## config.mk

```make
export PLATFORM = sky130hd
export DESIGN_NAME = ret_stack
export DESIGN_NICKNAME = d
export VERILOG_FILES = /design/src/rtl/ret_stack_pkg.sv /design/src/rtl/ret_stack_ptr.sv /design/src/rtl/ret_stack_mem.sv /design/src/rtl/ret_stack.sv
export SDC_FILE = /design/constraint.sdc
export NUM_CORES = 1
export LEC_CHECK = 0
export BUFFER_PORTS_ARGS = -buffer_cell sky130_fd_sc_hd__buf_2
export CORE_ASPECT_RATIO = 1.75
export CORE_MARGIN = 4
export CORE_UTILIZATION = 35
export CTS_CLUSTER_SIZE = 24
export DETAILED_ROUTE_END_ITERATION = 8
export PLACE_DENSITY = 0.6
export SYNTH_ARGS = -nofsm -noshare
export SYNTH_HDL_FRONTEND = slang
export SYNTH_HIERARCHICAL = 1
export SYNTH_SLANG_ARGS = --single-unit
export TNS_END_PERCENT = 30
```

## constraint.sdc

```tcl
create_clock -name clk_i -period 3.2 [get_ports clk_i]
set_clock_uncertainty 0.2 [all_clocks]
set_input_delay 0.16 -clock clk_i [delete_from_list [all_inputs] [get_ports clk_i]]
set_output_delay 0.16 -clock clk_i [all_outputs]
set_load 0.05 [all_outputs]
```

## src/rtl/ret_stack_pkg.sv

```systemverilog
`timescale 1ns/1ps
package ret_stack_pkg;

  typedef enum logic [1:0] {
    STK_IDLE = 2'd0,
    STK_PUSH = 2'd1,
    STK_POP  = 2'd2
  } stk_op_e;

  // push has priority over pop when both strobes are raised
  function automatic stk_op_e stk_decode(input logic push, input logic pop);
    if (push)     return STK_PUSH;
    else if (pop) return STK_POP;
    else          return STK_IDLE;
  endfunction

endpackage

```

## src/rtl/ret_stack_ptr.sv

```systemverilog
`timescale 1ns/1ps
module ret_stack_ptr #(
  parameter int DEPTH = 8,
  localparam int PTR_W = $clog2(DEPTH)
) (
  input  logic                   clk_i,
  input  logic                   rst_ni,
  input  ret_stack_pkg::stk_op_e op_i,
  output logic [PTR_W-1:0]       wr_idx_o,
  output logic [PTR_W-1:0]       rd_idx_o
);
  import ret_stack_pkg::*;

  logic [PTR_W-1:0] ptr_q;
  logic [PTR_W-1:0] ptr_inc;
  logic [PTR_W-1:0] ptr_dec;

  // DEPTH is a power of two, so truncation is the modulo wrap
  assign ptr_inc = ptr_q + PTR_W'(1);
  assign ptr_dec = ptr_q - PTR_W'(1);

  always_ff @(posedge clk_i or negedge rst_ni) begin
    if (!rst_ni) begin
      ptr_q <= '0;
    end else begin
      unique case (op_i)
        STK_PUSH: ptr_q <= ptr_inc;
        STK_POP:  ptr_q <= ptr_dec;
        default:  ptr_q <= ptr_q;
      endcase
    end
  end

  assign wr_idx_o = ptr_q;
  assign rd_idx_o = ptr_dec;

  initial begin
    if ((1 << PTR_W) != DEPTH || DEPTH < 2)
      $error("ret_stack_ptr: DEPTH must be a power of two");
  end

  AST_PUSH_ADVANCE: assert property (@(posedge clk_i) disable iff (!rst_ni)
    op_i == STK_PUSH |=> wr_idx_o != $past(wr_idx_o) && rd_idx_o == $past(wr_idx_o));
  AST_POP_RETREAT: assert property (@(posedge clk_i) disable iff (!rst_ni)
    op_i == STK_POP |=> wr_idx_o == $past(rd_idx_o));
  AST_IDLE_HOLD: assert property (@(posedge clk_i) disable iff (!rst_ni)
    op_i == STK_IDLE |=> $stable(wr_idx_o));

endmodule

```

## src/rtl/ret_stack_mem.sv

```systemverilog
`timescale 1ns/1ps
module ret_stack_mem #(
  parameter int DEPTH  = 8,
  parameter int DATA_W = 13,
  localparam int PTR_W = $clog2(DEPTH)
) (
  input  logic              clk_i,
  input  logic              we_i,
  input  logic [PTR_W-1:0]  wr_idx_i,
  input  logic [DATA_W-1:0] wr_data_i,
  input  logic [PTR_W-1:0]  rd_idx_i,
  output logic [DATA_W-1:0] rd_data_o
);

  logic [DATA_W-1:0] slot_q [DEPTH];
  logic [DEPTH-1:0]  slot_we;

  // entries carry no reset: contents are undefined until written
  for (genvar g = 0; g < DEPTH; g++) begin : g_slot
    assign slot_we[g] = we_i && (wr_idx_i == PTR_W'(g));
    always_ff @(posedge clk_i) begin
      if (slot_we[g]) slot_q[g] <= wr_data_i;
    end
  end

  assign rd_data_o = slot_q[rd_idx_i];

  AST_ONE_SLOT_WRITE: assert property (@(posedge clk_i)
    $onehot0(slot_we) && (we_i == (slot_we != '0)));

endmodule

```

## src/rtl/ret_stack.sv

```systemverilog
`timescale 1ns/1ps
module ret_stack #(
  parameter int DEPTH  = 8,
  parameter int DATA_W = 13,
  localparam int PTR_W = $clog2(DEPTH)
) (
  input  logic              clk_i,
  input  logic              rst_ni,
  input  logic              push_i,
  input  logic [DATA_W-1:0] push_data_i,
  input  logic              pop_i,
  output logic [DATA_W-1:0] pop_data_o
);
  import ret_stack_pkg::*;

  stk_op_e          op;
  logic [PTR_W-1:0] wr_idx;
  logic [PTR_W-1:0] rd_idx;

  assign op = stk_decode(push_i, pop_i);

  ret_stack_ptr #(
    .DEPTH (DEPTH)
  ) u_ptr (
    .clk_i    (clk_i),
    .rst_ni   (rst_ni),
    .op_i     (op),
    .wr_idx_o (wr_idx),
    .rd_idx_o (rd_idx)
  );

  ret_stack_mem #(
    .DEPTH  (DEPTH),
    .DATA_W (DATA_W)
  ) u_mem (
    .clk_i     (clk_i),
    .we_i      (op == STK_PUSH),
    .wr_idx_i  (wr_idx),
    .wr_data_i (push_data_i),
    .rd_idx_i  (rd_idx),
    .rd_data_o (pop_data_o)
  );

  AST_PUSH_VISIBLE: assert property (@(posedge clk_i) disable iff (!rst_ni)
    push_i |=> pop_data_o == $past(push_data_i));
  AST_COLLIDE_PUSH_WINS: assert property (@(posedge clk_i) disable iff (!rst_ni)
    push_i && pop_i |=> pop_data_o == $past(push_data_i));
  AST_IDLE_STABLE: assert property (@(posedge clk_i) disable iff (!rst_ni)
    !push_i && !pop_i |=> $stable(pop_data_o));

endmodule

```

== Word level (Yosys, flattened, before mapping) ==
Memory sizes are Yosys's and may differ from the RTL's.
Cells that the tools add are included.
Storage, ports and cells
  logic and storage cells: 70
  bits in registers: 3
  input port bits: 17
  memories: 1
  bits in writable memories: 104
Memory list
  u_mem.slot_q: words 8, width 13, read ports 1, clocked after memory_dff 0, write ports 1, line ret_stack_mem.sv:15  | logic [DATA_W-1:0] slot_q [DEPTH];
Operators by class
  equality and inequality tests: 9
  multiplexer cells: 40
  reduce and logical (&&, ||, !) cells: 17
  add/subtract/negate cells: 2
Operators by type and width (count)
  $mux 13: 7
  $reduce_or 13->1: 7
  $mux 1: 23
  $mux 3: 7
  $eq 3x3->1 const B: 4
  $logic_and 1x1->1: 8
  $eq 3x2->1 const B: 2
  $pmux 3 s2: 1
  $mux 2: 2
  $add 3x1->3 const B: 1
  $eq 3x1->1 const B: 1
  $logic_not 3->1: 1
  $sub 3x1->3 const B: 1
  $eq 2x1->1 const B: 1
  $eq 2x2->1 const B: 1
  $reduce_bool 2->1: 1

== Longest topological paths before layout ==
Gate-level depths: netlist (run 1).
  word-level depth: 14
  depth in mapped cells: 7

== By module ==
Netlist (run 1), hierarchy kept.
By module, submodules not included
  ret_stack_mem: instances 1, seq. area each 3123.0 um^2, cells each 163, area each 4055.1 um^2
  ret_stack_ptr: instances 1, seq. area each 75.1 um^2, cells each 18, area each 185.2 um^2
  ret_stack: instances 1, seq. area each 0.0 um^2, cells each 2, area each 10.0 um^2

== Worst setup path before layout (run 1) ==
Ideal clock, no wire load.
  kind: register to output
  start point: register u_ptr.ptr_q[0] (netlist: u_ptr/wr_idx_o[0])
  end point: output port pop_data_o[12]
  stages on the path, launching flop included: 8
  data required time: 2.840 ns
  slack: 0.805 ns
  data arrival time: 2.035 ns
  cells stage by stage: dfrtp_1 inv_1 ha_1 xor2_1 clkbuf_1 buf_2 mux4_2 mux2_2
Between the ends
  cells in the longest elaborated chain, start to end: 2
RTL lines
  start: declaration: line ret_stack_ptr.sv:14  | logic [PTR_W-1:0] ptr_q;
  start signal: assignment: line ret_stack_ptr.sv:27  | STK_PUSH: ptr_q <= ptr_inc;
  start signal: assignment: line ret_stack_ptr.sv:28  | STK_POP: ptr_q <= ptr_dec;
  start signal: assignment: line ret_stack_ptr.sv:29  | default: ptr_q <= ptr_q;
  $sub 3x1->3: line ret_stack_ptr.sv:20  | assign ptr_dec = ptr_q - PTR_W'(1);
  named net rd_idx[0]: line ret_stack.sv:18  | logic [PTR_W-1:0] rd_idx;
  $mem_v2 8x13
  end: declaration: line ret_stack.sv:12  | output logic [DATA_W-1:0] pop_data_o
The timed path passes the listed nets, and every way through them passes these cells.

== Final worst setup path (run 1) ==
  start point: register u_ptr.ptr_q[0] (netlist: u_ptr/wr_idx_o[0])
  end point: output port pop_data_o[0]
Same word-level chain as after synthesis.

==> flow_summary.ini, run 1 <==
[timing]
worst_pin_slew_ns = 0.7558
hold_viol_final = 0
slew_headroom_pct = 49.43
timing.final.crit_share_pct = 91.08
rsz0062_at_grt = no
max_freq_ghz = 0.3431
setup_violations = 0
tns_ns = 0
slew_violations = 0
min_period_ns = 2.915

[floorplan]
core_sq_mm = 0.01194
num_rows = 53
die_w_um = 91.30
initial_core_util_pct = 35.61
pin_count = 30
die_area_sq_mm = 0.01404
die_y_um = 153.8

[worst_setup_path]
cp_max_fo = 26
cp.required_ns = 2.84
cp.arrival_ns = 2.55
reg2reg_slack_ns = 1.13
critPathCaptureType = primary output
startpoint_type = flop
crit_type = flop to primary output

[layout]
area_growth_syn_to_layout_pct = 18.37
antenna_cells = 0
fillers = 1055
nets = 262
drive_gt1_share_pct = 28.74

[detailed_routing]
wire_per_inst_um = 19.42
routed_wl_um = 7456
drt_iter0_markers = 114
vias = 1938
drc = 0
dr.pass1.iters = 4
ant_nets = 0
via_per_inst = 5.047

[placement]
dp_hpwl_um = 4694
gp_congestion = 0.6654
port_buffers = 29

[global_route]
overflow = 0
antenna_found_initial = 0
grt_max_degree = 27
grt_pass1_wl_um = 11720
grt_pass1_vias = 2083
grt_usage_pct = 11.31

[cts]
cts_buffers = 9
cts_sinks = 107
postCtsResizedCells = 0
cts_setup_buffers = 0
cts_tree = built
cts-root-buf = clkbuf_16
clockBufferDepth = 2
clock_latency_ns = 0.33
cts-htree-levels = 3
cts_hold_buf = 15
clkTransAtPathRegs_ns = 0.06

[yosys]
muxShareOfSynthArea_pct = 19.58
synth_top_area_share_pct = 73.48
ys_types = 20
synth_fp_nets = 203
seq_area_frac_synth_pct = 75.24
synth-xor-area-share_pct = 0.8243
synth_top_family_by_area = multiplexers
synthCells = 183
syn_area_per_cell_sq_um = 23.23
yosysWarningCount = 6
syn_area_sq_mm = 0.004250
synthArstFlopShare_pct = 2.804
synth_adder_area_share_pct = 0.8831
synth_area_leaders = edfxtp_1 73%, mux4_1 15%, mux2_2 3.4%, dfrtp_1 1.8%, mux4_2 1.1%
yosysMostFrequentCell = edfxtp_1
synth_compound_area_share_pct = 0.1178
synth_enable_flop_cells = 104
ys_ff_latch = 107
synth_top_cell_by_area = edfxtp_1
synth_flop_cell = edfxtp_1
netlist_top_cells_count = 104 x edfxtp_1, 24 x mux4_1, 13 x mux2_2
synthSimpleGateAreaFrac_pct = 1.707

[job]
cap_viol_max_count = 0

[outcome]
status = complete, no violations

[min_path]
min_path_type = input pin to flop
-- area by class of cell --
class                      count  area, sq um  share of cell area (%)
timing repair buffer          56        385.4                   7.660
inverter                       4        15.01                  0.2984
clock buffer                  11        232.7                   4.626
multi-input combinational     64        999.7                   19.87
tap                          137        171.4                   3.407
sequential                   107         3198                   63.57
clock inverter                 5        28.78                  0.5720
-- final timing paths --
kind | start | depth (start not counted) | to
min | push_i | 4 | u_ptr/wr_idx_o[0]
min reg2reg | u_ptr/wr_idx_o[1] | 2 | u_ptr/wr_idx_o[1]
min in group asynchronous | rst_ni | 3 | u_ptr/wr_idx_o[0]
max | u_ptr/wr_idx_o[0] | 7 | pop_data_o[0]
max reg2reg | u_ptr/wr_idx_o[0] | 3 | u_mem/slot_q[6][4]
max in group asynchronous | rst_ni | 3 | u_ptr/wr_idx_o[1]
-- worst max-delay path: stages (launching register included) --
cell and delay [ns]:
dfrtp_1 0.49, inv_1 0.10, ha_1 0.25, xor2_2 0.15
buf_4 0.34, mux4_1 0.37, mux2_2 0.29, buf_2 0.21
-- cell families after synthesis --
family	count (synthesis)
compound gates	1
xor+xnor	4
fa+ha+maj	3
buf+inv	12
flops	107
mux	40
simple gates	16
-- routing by layer --
metal | share of wire [%] | wire (um) | global-route usage (%) | vias up
met2 | 56 | 4187 | 19.99 | 26
met3 | 2.3 | 170 | 2.349 | 6
met5 | 0 | 0 | 0 | -
met1 | 40 | 3012 | 13.21 | 1014
li1 | - | - | - | 892
met4 | 1.1 | 85 | 4.748 | 0
-- stage by stage --
stage	cells	hold slack [ns]	worst slack, ns	utilization [%]	cell area, sq um
floorplan	183	-0.3356	0.8046	-	4250
global placement	353	-0.2412	0.6556	38.70	4619
detailed placement	353	-0.2392	0.6038	38.70	4619
CTS	384	0.1163	0.2399	42.15	5031
global route	384	0.1462	0.09567	42.15	5031
finish	384	0.1121	0.2853	42.15	5031
-- cells in the final DEF (no fill, tap or decap), types with 3 or more instances in the layout --
cell	instances
buf_4	12
clkbuf_16	9
ha_1	3
edfxtp_1	104
nor2_1	7
nand2b_1	3
dfrtp_1	3
buf_2	29
inv_1	4
mux2_2	13
dlygate4sd3_1	15
nand2_1	3
mux4_1	24
-- flip-flops by register name, indices dropped and copies added (netlist names) --
signal,count
u_ptr/wr_idx_o,3
u_mem/slot_q,104
Power of run 1 is left out: the tool's default activity adds up to more than one toggle a clock period on the data nets, which glitch-free logic cannot reach.
==> inputs of run 2 (changes only) <==
--- a/constraint.sdc
+++ b/constraint.sdc
@@ -3,3 +3,3 @@
 set_input_delay 0.16 -clock clk_i [delete_from_list [all_inputs] [get_ports clk_i]]
 set_output_delay 0.16 -clock clk_i [all_outputs]
-set_load 0.05 [all_outputs]
+set_load 0.1 [all_outputs]
==> run 2 against run 1 <==
  * Critical endpoint is now pop_data_o[4]
  * Sequential share of layout area shrank 0.50 points
  * Fmax down 2.6%
  * Cell count down 0.26%
  * Highest routed layer unchanged
==> flow_summary.ini, run 2 (same netlist as run 1, synthesis figures left out) <==
[worst_setup_path]
reg2reg_slack_ns = 1.08
critPathCaptureType = primary output
crit_type = flop to primary output
reg2reg_to = u_mem/slot_q[1][2]
crit_slowest_cell = dfrtp_1
worstPathCellList = inv_1 -> ha_1 -> xor2_2 -> buf_4 -> mux4_2 -> mux2_2 -> buf_2
timing.rr.start = u_ptr/wr_idx_o[2]
cp.required_ns = 2.84
cp_slowest_stage_delay_ns = 0.50
startpoint_type = flop
startpoint = u_ptr/wr_idx_o[0]
cp.arrival_ns = 2.63
cp_max_fo = 26
crit_end = pop_data_o[4]
reg2regPathDepth = 3

[job]
cap_viol_max_count = 0

[detailed_routing]
routed_wl_um = 7335
wire_per_inst_um = 19.15
ant_nets = 0
drc = 0
drt_iter0_markers = 122
vias = 1895
dr.pass1.iters = 4
via_per_inst = 4.948

[placement]
port_buffers = 29
gp_congestion = 0.6908
dp_hpwl_um = 4565
place_area_sq_mm = 0.004612

[cts]
cts-root-buf = clkbuf_16
cts-htree-levels = 3
cts_sinks = 107
cts_tree = built
clockBufferDepth = 2
clkTransAtPathRegs_ns = 0.06
cts_buffers = 9
clock_latency_ns = 0.33

[floorplan]
initial_core_util_pct = 35.61
pin_count = 30
die_area_sq_mm = 0.01404
core_sq_mm = 0.01194
die_w_um = 91.30
num_rows = 53
die_y_um = 153.8

[timing]
hold_viol_final = 0
timing.final.crit_share_pct = 93.53
worst_hold_slack_ns = 0.1088
min_period_ns = 2.993
slew_violations = 0
worst_pin_slew_ns = 0.7949
tns_ns = 0
setup_violations = 0
max_freq_ghz = 0.3341
slew_headroom_pct = 46.81
rsz0062_at_grt = no

[layout]
drive_gt1_share_pct = 28.46
final_cell_mix = 104 x edfxtp_1, 29 x buf_2, 24 x mux4_1
stdcell_area_sq_mm = 0.005071
largest_reg_flops = 104
nets = 261
fillers = 1064
layout_commonest_cell = edfxtp_1
area_growth_syn_to_layout_pct = 19.31
largest-register = u_mem/slot_q
final_core_util_pct = 42.48
antenna_cells = 0

[global_route]
grt_usage_pct = 11.26
grt_max_degree = 27
antenna_found_initial = 0
grt_pass1_wl_um = 11480
overflow = 0
grt_pass1_vias = 2092

[outcome]
status = complete, no violations

[min_path]
min_path_type = input pin to flop
run 2: through the flow:
step	worst slack [ns]	instances
floorplan	0.7090	183
global placement	0.5766	352
detailed placement	0.5321	352
CTS	0.1541	383
global route	0.03830	383
finish	0.2072	383
run 2: critical path, delay by kind of cell (launching register included):
| family | cells | cell delay (ns) |
|---|---|---|
| adder cells (fa/ha/maj) | 1 | 0.25 |
| XOR/XNOR | 1 | 0.15 |
| buffers and inverters | 3 | 0.74 |
| flip-flops | 1 | 0.50 |
| multiplexers | 2 | 0.65 |
run 2: how the worst min path moves through the flow:
| stage | to | startpoint | cells past startpoint |
|---|---|---|---|
| after CTS | u_ptr/wr_idx_o[0] | push_i | 4 |
| after global routing | u_ptr/wr_idx_o[0] | push_i | 4 |
| after global placement | u_ptr/wr_idx_o[0] | rst_ni | 1 |
| after floorplan | u_ptr/wr_idx_o[0] | rst_ni | 0 |
| after detailed placement | u_ptr/wr_idx_o[0] | rst_ni | 1 |
| final | u_ptr/wr_idx_o[0] | push_i | 4 |
run 2: repair_timing:
| action | in CTS | in global routing |
|---|---|---|
| setup buffers | 0 | 0 |
| endpoints found under the hold margin | 107 | 0 |
| hold buffers | 15 | 0 |
| gates resized for setup | 0 | 0 |
run 2: per-layer routing:
metal  up-vias  GRT usage (%)  wire [um]
li1        889              -          -
met1       968          12.63       2925
met2        28          20.20       4033
met3        10          2.447        212
met4         0          5.180        164
met5         -              0          0
run 2: area by class of cell:
type	instances	area, sq um	share of cell area [%]
flip-flops and latches	107	3198	63.06
clock buffers	10	229.0	4.515
well taps	137	171.4	3.380
repair buffers	55	377.9	7.451
clock inverters	6	80.08	1.579
inverters	4	15.01	0.2961
multi-input cells	64	999.7	19.71
Power of run 2 is left out for the same reason.
==> inputs of run 3 (changes only) <==
ABC_AREA = 1   (was not set)
PLACE_DENSITY = 0.54   (was 0.6)
==> run 3 against run 2 <==
  * Register-to-register slack better by 0.11 ns
  * Final area grew 15%
  * First-iteration DRC count up 57%
  * Critical endpoint is now pop_data_o[2]
  * Highest routed layer unchanged
==> flow_summary.ini, run 3 <==
[outcome]
status = complete, no violations

[timing]
setup_violations = 0
slew_violations = 0
worst_pin_slew_ns = 0.7283
rsz0062_at_grt = no
timing.final.crit_share_pct = 86.85
hold_viol_final = 0
min_period_ns = 2.779
tns_ns = 0
slew_headroom_pct = 51.27
max_freq_ghz = 0.3598

[cts]
cts_buffers = 9
cts-root-buf = clkbuf_16
cts-htree-levels = 3
clockBufferDepth = 2
clkTransAtPathRegs_ns = 0.07
cts_setup_buffers = 0
cts_tree = built
cts_sinks = 107
cts_hold_buf = 15
clock_latency_ns = 0.33
postCtsResizedCells = 0

[global_route]
grt_max_degree = 54
grtUsageMet1_pct = 15.05
grt.busiest_layer = met2
grt_util_met2_pct = 24.21
antenna_found_initial = 0
overflow = 0
use_met3_pct = 2.252
grt_pass1_wl_um = 16080
grt_usage_pct = 13.33
grt_pass1_vias = 3097

[yosys]
synth_flop_cell = edfxtp_1
synth_area_leaders = edfxtp_1 64%, nand2_1 14%, inv_1 9.0%, nand3_1 5.7%, dfrtp_1 1.5%
ys_types = 17
yosysMostFrequentCell = nand2_1
syn_area_sq_mm = 0.004860
netlist_top_cells_count = 182 x nand2_1, 117 x inv_1, 104 x edfxtp_1
syn_area_per_cell_sq_um = 9.739
synthCells = 499
yosysWarningCount = 6
synth_top_area_share_pct = 64.26
synth_enable_flop_cells = 104
synth_fp_nets = 519
synth_top_cell_by_area = edfxtp_1
ys_ff_latch = 107
seq_area_frac_synth_pct = 65.81
synthArstFlopShare_pct = 2.804

[layout]
finalNonFillerCells = 726
area_growth_syn_to_layout_pct = 20.44
nets = 567
fillers = 1284
seqCellArea_sq_mm = 0.003198
antenna_cells = 0
final_cell_mix = 182 x nand2_1, 117 x inv_1, 104 x edfxtp_1
largest_reg_flops = 104
largest-register = u_mem/slot_q
layout_commonest_cell = nand2_1
drive_gt1_share_pct = 10.87
multi_input_comb_area_sq_mm = 0.001059

[worst_setup_path]
crit_slowest_cell = buf_4
reg2reg_slack_ns = 1.19
reg2reg_to = u_mem/slot_q[1][1]
crit_buf_inv = 4
cp_max_fo = 53
reg2regPathDepth = 4
cp.arrival_ns = 2.42
timing.rr.start = u_ptr/wr_idx_o[2]
cp_slowest_stage_delay_ns = 0.51
critPathCaptureType = primary output
crit_top_cell = nand2_1
cp_top_family = buffers and inverters
cp.required_ns = 2.84
crit_type = flop to primary output
worstPathCellList = inv_1 -> buf_4 -> inv_6 -> nand2_1 -> nand3_1 -> nand2_1 -> nand2_1 -> nand2_1 -> buf_12
startpoint_type = flop

[detailed_routing]
drt_iter0_markers = 191
routed_wl_um = 10070
wire_per_inst_um = 13.87
drc = 0
vias = 3212
dr.pass1.iters = 4
ant_nets = 0
via_per_inst = 4.424

[min_path]
min_path_type = input pin to flop
min_path_cells = 4
min_from = push_i
hold_end = u_ptr/wr_idx_o[0]

[floorplan]
num_rows = 56
die_w_um = 97.08
die_y_um = 163.9
core_sq_mm = 0.01352
initial_core_util_pct = 35.94
die_area_sq_mm = 0.01591
pin_count = 30

[job]
cap_viol_max_count = 0

[placement]
port_buffers = 29
dp_hpwl_um = 6329
placedCellCount = 695
gp_congestion = 0.7632
run 3: changes by cell type in the layout (fill, tap and decap cells not counted), moves of 3 or more:
cell,before,now
buf_12,0,13
nand2b_1,3,0
buf_2,29,16
nand2_1,3,182
inv_1,4,117
mux2_2,13,0
mux4_1,24,0
nand3_1,0,55
run 3: worst min-delay path: stages:
cell and delay [ns]:
buf_2 0.12, inv_1 0.05, ha_1 0.20, xnor2_1 0.08
run 3: how the worst max path moves through the flow:
stage	to	cells after the start	startpoint	slack (ns)
after floorplan	pop_data_o[10]	9	u_ptr/wr_idx_o[0]	0.84
after global placement	pop_data_o[3]	9	u_ptr/wr_idx_o[0]	0.79
after detailed placement	pop_data_o[2]	9	u_ptr/wr_idx_o[0]	0.75
after CTS	pop_data_o[2]	9	u_ptr/wr_idx_o[0]	0.37
after global routing	pop_data_o[12]	9	u_ptr/wr_idx_o[0]	0.19
final	pop_data_o[2]	9	u_ptr/wr_idx_o[0]	0.42
run 3: stage by stage:
step / hold slack [ns] / area [sq um] / util [%] / setup slack, ns
floorplan: -0.3356 / 4860 / - / 0.8352
global placement: -0.2431 / 5363 / 39.66 / 0.7949
detailed placement: -0.2387 / 5363 / 39.66 / 0.7510
CTS: 0.1148 / 5853 / 43.28 / 0.3662
global route: 0.1703 / 5853 / 43.28 / 0.1852
finish: 0.1229 / 5853 / 43.28 / 0.4207
run 3: final cells by class:
class                           instances  share of cell area (%)
Inverter                              120                   7.824
Tap cell                              174                   3.720
Sequential cell                       107                   54.64
Clock buffer                            9                   3.848
Multi-Input combinational cell        253                   18.08
Clock inverter                          7                   1.967
Timing Repair Buffer                   56                   9.919
run 3: metal layers:
layer | share of wire, % | vias to the layer above
li1 | - | 1627
met1 | 41 | 1507
met2 | 53 | 57
met3 | 3.0 | 21
met4 | 2.8 | 0
met5 | 0 | -
run 3: cells by family after synthesis:
kind of cell / Yosys count / share of synthesized area, %
AO/OA/AOI/OAI: 1 / 0.1029
adder cells (fa/ha/maj): 3 / 0.7725
buffers and inverters: 139 / 12.41
XOR/XNOR: 2 / 0.3605
flip-flops: 107 / 65.81
AND/OR/NAND/NOR: 247 / 20.55
Power of run 3 is left out for the same reason.
